==> config.mk <==
export PLATFORM = sky130hd
export DESIGN_NAME = dchan_addr_engine
export DESIGN_NICKNAME = d
export VERILOG_FILES = /design/src/rtl/dchan_pkg.sv /design/src/rtl/dchan_counter.sv /design/src/rtl/dchan_xfer_reg.sv /design/src/rtl/dchan_zero_pulse.sv /design/src/rtl/dchan_addr_engine.sv
export SDC_FILE = /design/constraint.sdc
export NUM_CORES = 1
export LEC_CHECK = 0
export BUFFER_PORTS_ARGS = -buffer_cell sky130_fd_sc_hd__buf_2
export CAP_MARGIN = 40
export CORE_UTILIZATION = 48
export DETAILED_ROUTE_END_ITERATION = 12
export PLACE_DENSITY = 0.91
export SLEW_MARGIN = 30
export SYNTH_ARGS = -nofsm -noshare
export SYNTH_HDL_FRONTEND = slang
export SYNTH_SLANG_ARGS = --single-unit
==> constraint.sdc <==
create_clock -name clk -period 1.8 [get_ports clk]
set_input_delay 0 -clock clk [delete_from_list [all_inputs] [get_ports clk]]
set_output_delay 0 -clock clk [all_outputs]
set_load 0.05 [all_outputs]
==> src/rtl/dchan_pkg.sv <==
package dchan_pkg;
  localparam int unsigned DC_ADDR_W = 15;
  localparam int unsigned DC_CNT_W  = 16;

  typedef enum logic {
    SRC_INTERNAL = 1'b0,
    SRC_EXTERNAL = 1'b1
  } addr_src_e;
endpackage

==> src/rtl/dchan_counter.sv <==
module dchan_counter #(
  parameter int unsigned W = 16
) (
  input  logic         clk,
  input  logic         rst,
  input  logic         ld,
  input  logic [W-1:0] ld_val,
  input  logic         inc,
  output logic [W-1:0] q
);
  always_ff @(posedge clk) begin
    if (rst)      q <= '0;
    else if (ld)  q <= ld_val;
    else if (inc) q <= q + 1'b1;
  end
endmodule

==> src/rtl/dchan_xfer_reg.sv <==
module dchan_xfer_reg
  import dchan_pkg::*;
#(
  parameter int unsigned AW = 15
) (
  input  logic          clk,
  input  logic          rst,
  input  logic          capture,
  input  logic          dir,
  input  addr_src_e     src,
  input  logic [AW-1:0] int_addr,
  input  logic [AW-1:0] ext_addr,
  output logic [AW:0]   xfer
);
  logic [AW-1:0] chan_addr;

  always_comb begin
    unique case (src)
      SRC_EXTERNAL: chan_addr = ext_addr;
      default:      chan_addr = int_addr;
    endcase
  end

  always_ff @(posedge clk) begin
    if (rst)          xfer <= '0;
    else if (capture) xfer <= {dir, chan_addr};
  end
endmodule

==> src/rtl/dchan_zero_pulse.sv <==
module dchan_zero_pulse #(
  parameter int unsigned W = 16
) (
  input  logic         clk,
  input  logic         rst,
  input  logic         inc,
  input  logic         ld,
  input  logic [W-1:0] cnt,
  output logic         pulse
);
  logic at_top;
  assign at_top = &cnt;

  always_ff @(posedge clk) begin
    if (rst) pulse <= 1'b0;
    else     pulse <= inc && !ld && at_top;
  end
endmodule

==> src/rtl/dchan_addr_engine.sv <==
module dchan_addr_engine
  import dchan_pkg::*;
#(
  parameter int unsigned ADDR_W = DC_ADDR_W,
  parameter int unsigned CNT_W  = DC_CNT_W
) (
  input  logic              clk,
  input  logic              rst,
  input  logic              cfg_load,
  input  logic              cfg_ext_en,
  input  logic              addr_wr,
  input  logic [ADDR_W-1:0] addr_wdata,
  input  logic              cnt_wr,
  input  logic [CNT_W-1:0]  cnt_wdata,
  input  logic              seq_go,
  input  logic              seq_dir,
  input  logic [ADDR_W-1:0] dev_addr,
  output logic [ADDR_W-1:0] addr_q,
  output logic [CNT_W-1:0]  cnt_q,
  output logic [ADDR_W:0]   xfer_q,
  output logic              cnt_zero_pulse,
  output logic              ext_en_q
);
  localparam int unsigned XFER_W = ADDR_W + 1;

  addr_src_e   src_sel;
  logic [XFER_W-1:0] xfer_w;

  // Address-source mode bit, latched by the host reset command
  always_ff @(posedge clk) begin
    if (rst)           ext_en_q <= 1'b0;
    else if (cfg_load) ext_en_q <= cfg_ext_en;
  end

  assign src_sel = ext_en_q ? SRC_EXTERNAL : SRC_INTERNAL;

  dchan_counter #(.W(ADDR_W)) u_addr_cnt (
    .clk    (clk),
    .rst    (rst),
    .ld     (addr_wr),
    .ld_val (addr_wdata),
    .inc    (seq_go),
    .q      (addr_q)
  );

  dchan_counter #(.W(CNT_W)) u_word_cnt (
    .clk    (clk),
    .rst    (rst),
    .ld     (cnt_wr),
    .ld_val (cnt_wdata),
    .inc    (seq_go),
    .q      (cnt_q)
  );

  dchan_zero_pulse #(.W(CNT_W)) u_zero (
    .clk   (clk),
    .rst   (rst),
    .inc   (seq_go),
    .ld    (cnt_wr),
    .cnt   (cnt_q),
    .pulse (cnt_zero_pulse)
  );

  dchan_xfer_reg #(.AW(ADDR_W)) u_xfer (
    .clk      (clk),
    .rst      (rst),
    .capture  (seq_go),
    .dir      (seq_dir),
    .src      (src_sel),
    .int_addr (addr_q),
    .ext_addr (dev_addr),
    .xfer     (xfer_w)
  );

  assign xfer_q = xfer_w;
endmodule

; After elaboration in Yosys (flattened, before gate mapping)
; Cells that the tools add are included.
[totals]
reg_bits = 49
[classes]
add_sub_neg = 2
n_mux = 6
reduce_logical = 6
[ops]
columns = cell, n
row1 = $mux 15, 3
row2 = $mux 16, 2
row3 = $add 16x1->16 const B, 1
row4 = $reduce_and 16->1, 1
row5 = $add 15x1->15 const B, 1
row6 = $reduce_bool 2->1, 2
row7 = $logic_and 1x1->1, 2
row8 = $logic_not 1->1, 1
row9 = $mux 1, 1

; Logic depth before layout (Yosys ltp)
[logic_depth]
word_depth = 3
depth_mapped = 6

; Modules after synthesis
; From an unflattened synthesis, not the netlist that was laid out.
[unflattened]
hier_cells = 296
area_unflattened_um2 = 2652.5
[by_module_without_submodules]
columns = mod, n_inst, cells_each, area_each_um2
row1 = dchan_counter (u_word_cnt), 1, 112, 984.7
row2 = dchan_counter (u_addr_cnt), 1, 104, 863.3
row3 = dchan_xfer_reg, 1, 70, 706.9
row4 = dchan_zero_pulse, 1, 7, 63.8
row5 = dchan_addr_engine, 1, 3, 33.8

; Worst setup path before layout
; OpenSTA, ideal clock, no wires.
[synth_timing]
path_kind = reg-to-reg
start = reg u_addr_cnt.q[0]
end = reg u_addr_cnt.q[6]
setup_ps = 91
arrival_ps = 1809
required_time_ps = 1709
path_slack_ps = -100
stages_incl_launch_ff = 5
path_buffers = 0
synth_period_minus_slack_ps = 1900
path_cell_list = dfxtp_1 > ha_1 > nand4_1 > or3_1 > a311oi_1
[synth_between]
elab_chain_len = 3
[synth_lines]
columns = item, line_no
row1 = start: declaration, dchan_counter.sv:9  ; output logic [W-1:0] q
row2 = start signal: assignment, dchan_counter.sv:13  ; else if (ld) q <= ld_val;
row3 = start signal: assignment, dchan_counter.sv:14  ; else if (inc) q <= q + 1'b1;
row4 = $add 15x1->15, dchan_counter.sv:14
row5 = $mux 15, dchan_counter.sv:14
row6 = $mux 15, dchan_counter.sv:13
; Every way passes these cells. The select of a mux whose other input is x is not followed.
; A chain may end at the register's enable or synchronous reset.

; Final worst setup path
[layout_timing]
start = reg u_addr_cnt.q[2]
end = reg u_addr_cnt.q[13]
; The elaborated chain is that of the path after synthesis.

==> impl_metrics.toml <==
[yosys]
ys_async_sr_fraction = 0
synthXorXnorAreaFrac = 0.0710
synth_compound_area_frac = 0.160
synth_top_family_by_area = "simple AND/OR/NAND/NOR gates"
synth_edf_count = 0
synth-main-ff-cell = "dfxtp_1"
ys_seq_area_frac = 0.398
netlist_instances = 293
synth_cell_types = 35
yosys.cell_count.top_type = "dfxtp_1"
synth_area_leader_cell = "dfxtp_1"
syn-num-nets = 349
netlist_area_um2 = 2470
synth-seq-cells = 49
synthSimpleGateAreaFrac = 0.228
synth.avg_cell_area_um2 = 8.42
synthAdderAreaFrac = 0.0101
ys_top_cells_by_area = "dfxtp_1 (40%), mux2i_1 (8.5%), a211oi_1 (7.3%)"
yosys_warnings = 0
synthMuxAreaShare = 0.0852
synth_common_cells = "dfxtp_1 (49), nor2_1 (40), nand2_1 (25)"
synth_top_area_frac = 0.398

[clocking]
path_clk_slew_ns = 0.09
clkSinkCount = 49
cts_buffers = 5
cts_buffer_depth = 2
cts_resized = 0
clk_latency_ns = 0.30
cts_tree = "yes"
htree_num_levels = 2
root_buffer = "clkbuf_8"

[layout]
area_delta_synth_final_pct = 39.4
layout-drive-gt1-share = 0.312
nets = 478
fillers = 369
fin_util = 0.709
seq_area_um2 = 986
final_area_um2 = 3440
multi_input_comb_area_um2 = 1370
antenna_cells = 0

[sta]
setup-tns-final_ns = 0
slew_violations = 0
worst_slew_pin_slew_ns = 0.477
max_slew_margin = 0.680
fin_skew_ns = 0.00878
fmax_ghz = 0.589
setup-violations-final = 0
final.min_clock_period_ns = 1.70
rsz0062_at_grt = "no"
period_share = 0.943
hold_viol = 0

[drt]
drt_drc_violations_left = 0
antenna_left = 0
wl_per_cell_um = 15.0
wl_um = 7360
vias_per_cell = 5.46
first_iter_violations = 224
num_vias = 2676
drtPass1Iterations = 5

[pwr]
p_sw_w = 0.000913
seq_power_share = 0.481
internal_power_w = 0.00167
swShare = 0.353
pwr-share-clk = 0.247
leakagePower_nw = 1.44
vdd_drop_max_v = 0.000418
power_density_nw_per_um2 = 751
power_frac_comb = 0.273
power_w = 0.00258

[critical_path]
slowest_delay_ns = 0.48
r2r_setup_slack_ns = 0.10
path_cells = "nand4_2 -> nor3_1 -> a211oi_1 -> a2111oi_2"
startpoint_type = "flip-flop"
r2r-end = "u_addr_cnt.q[13]$_SDFFE_PP0P_"
r2r_cells = 4
endpoint_kind = "flip-flop"
crit_start = "u_addr_cnt.q[2]$_SDFFE_PP0P_"
cp_max_fo = 6
slowest_stage = "dfxtp_1"
worstPathArrival_ns = 1.90
r2r_start = "u_addr_cnt.q[2]$_SDFFE_PP0P_"
crit_end = "u_addr_cnt.q[13]$_SDFFE_PP0P_"
worstPathRequired_ns = 2.00
criticalPathCategory = "reg2reg"

[hold_path]
hold_depth = 2
min_from = "addr_wr"
min_path_type = "in2reg"

[placed_design]
io_buffers = 102
place_congestion = 0.899
placed_area_um2 = 3060
dp_hpwl_um = 4970

[die]
die_height_um = 73.7
io_pins = 103
die_x_um = 73.7
die_area_um2 = 5430
rows = 25
start_util = 0.509
core_area_um2 = 4850

[global_route]
grt_remaining_overflow = 0
grt_max_degree = 37
antenna_found_initial = 0
grt_util_all_layers = 0.274
grt_pass1_vias = 2472
grt_pass1_wl_um = 11500

[run]
maxCapViolCount = 0

[status]
status = "completed"
state kept, by name, indices dropped and copies added, names as in the netlist:
| signal | cells |
|---|---|
| ext_en_q | 1 |
| u_addr_cnt.q | 15 |
| u_word_cnt.q | 16 |
| u_xfer.xfer | 16 |
| u_zero.pulse | 1 |
per-stage QoR:
step	cells	hold WS [ns]	setup slack (ns)
2_1_floorplan	293	0.137	0.0105
3_3_place_gp	452	0.229	0.246
3_5_place_dp	452	0.237	0.161
4_1_cts	487	0.000562	0.130
5_1_grt	490	0.00870	0.00671
6_report	490	0.00286	0.102
worst min-delay path by stage:
stage | slack, ns | endpoint
floorplan | 0.14 | u_addr_cnt.q[0]$_SDFFE_PP0P_
global placement | 0.23 | u_word_cnt.q[2]$_SDFFE_PP0P_
detailed placement | 0.24 | u_addr_cnt.q[2]$_SDFFE_PP0P_
CTS | 0.0006 | ext_en_q$_SDFFE_PP0P_
global route | 0.009 | u_addr_cnt.q[13]$_SDFFE_PP0P_
finish | 0.003 | u_addr_cnt.q[13]$_SDFFE_PP0P_
kinds of logic (layout without fill, tap and decap cells):
| family | count (synthesis) | count (layout) |
|---|---|---|
| simple gates | 115 | 115 |
| compound gates | 57 | 57 |
| flops | 49 | 49 |
| buf+inv | 29 | 159 |
| mux | 21 | 21 |
| xor+xnor | 20 | 20 |
| fa+ha+maj | 2 | 2 |
critical path, delay by kind of cell, from the launching register on:
family / cells / cell delay (ns)
AND/OR/NAND/NOR: 2 / 0.65
flip-flops: 1 / 0.48
AO/OA/AOI/OAI: 2 / 0.48
layer usage:
layer,vias to the layer above,GRT usage,part of all wire
met2,133,0.415,0.47
met3,20,0.0412,0.066
li1,1319,-,-
met1,1204,0.378,0.43
met5,-,0,0
met4,0,0.135,0.026
power by group through the flow:
stage                     combinational [W]  clock, W  sequential (W)
final                              0.000705  0.000637         0.00124
after global routing               0.000751  0.000690         0.00125
after CTS                          0.000692  0.000643         0.00124
after detailed placement           0.000644         0         0.00126
after global placement             0.000634         0         0.00126
after floorplan                    0.000211         0         0.00150
area by class of cell:
class,count,area share
Clock inverter,3,0.00509
Clock buffer,5,0.0200
Multi-Input combinational cell,215,0.397
Inverter,9,0.00982
Timing Repair Buffer,142,0.257
Tap cell,67,0.0244
Sequential cell,49,0.287
placed cells by master (no fill, tap or decap):
cell / count
clkinv_1: 1
and2_1: 1
xor2_1: 2
a21oi_1: 13
nand3_1: 7
o22ai_1: 3
ha_1: 2
nand2_1: 25
a2111oi_1: 1
nand4_1: 10
nor4_2: 1
clkinv_2: 2
a31o_2: 1
nor3b_1: 4
a221oi_1: 1
or2_2: 1
buf_4: 11
nand4_2: 1
dfxtp_2: 4
a211oi_1: 24
and4_1: 1
nor4_1: 7
nor3_1: 9
nor2b_1: 1
a2111oi_2: 1
mux2i_1: 21
xnor2_1: 18
inv_1: 8
clkinvlp_4: 1
or3_1: 5
nor2_1: 40
o21ai_0: 7
or3b_2: 2
dlygate4sd3_1: 29
buf_2: 102
dfxtp_1: 45
a311oi_1: 6
clkbuf_8: 5
what timing repair did:
item | 4_1_cts | 5_1_grt
buffers inserted | 0 | 1
endpoints found under the hold margin | 27 | 1
setup endpoints to repair | 0 | 2
hold buffers | 27 | 2
(Power assumes the default switching activity.)
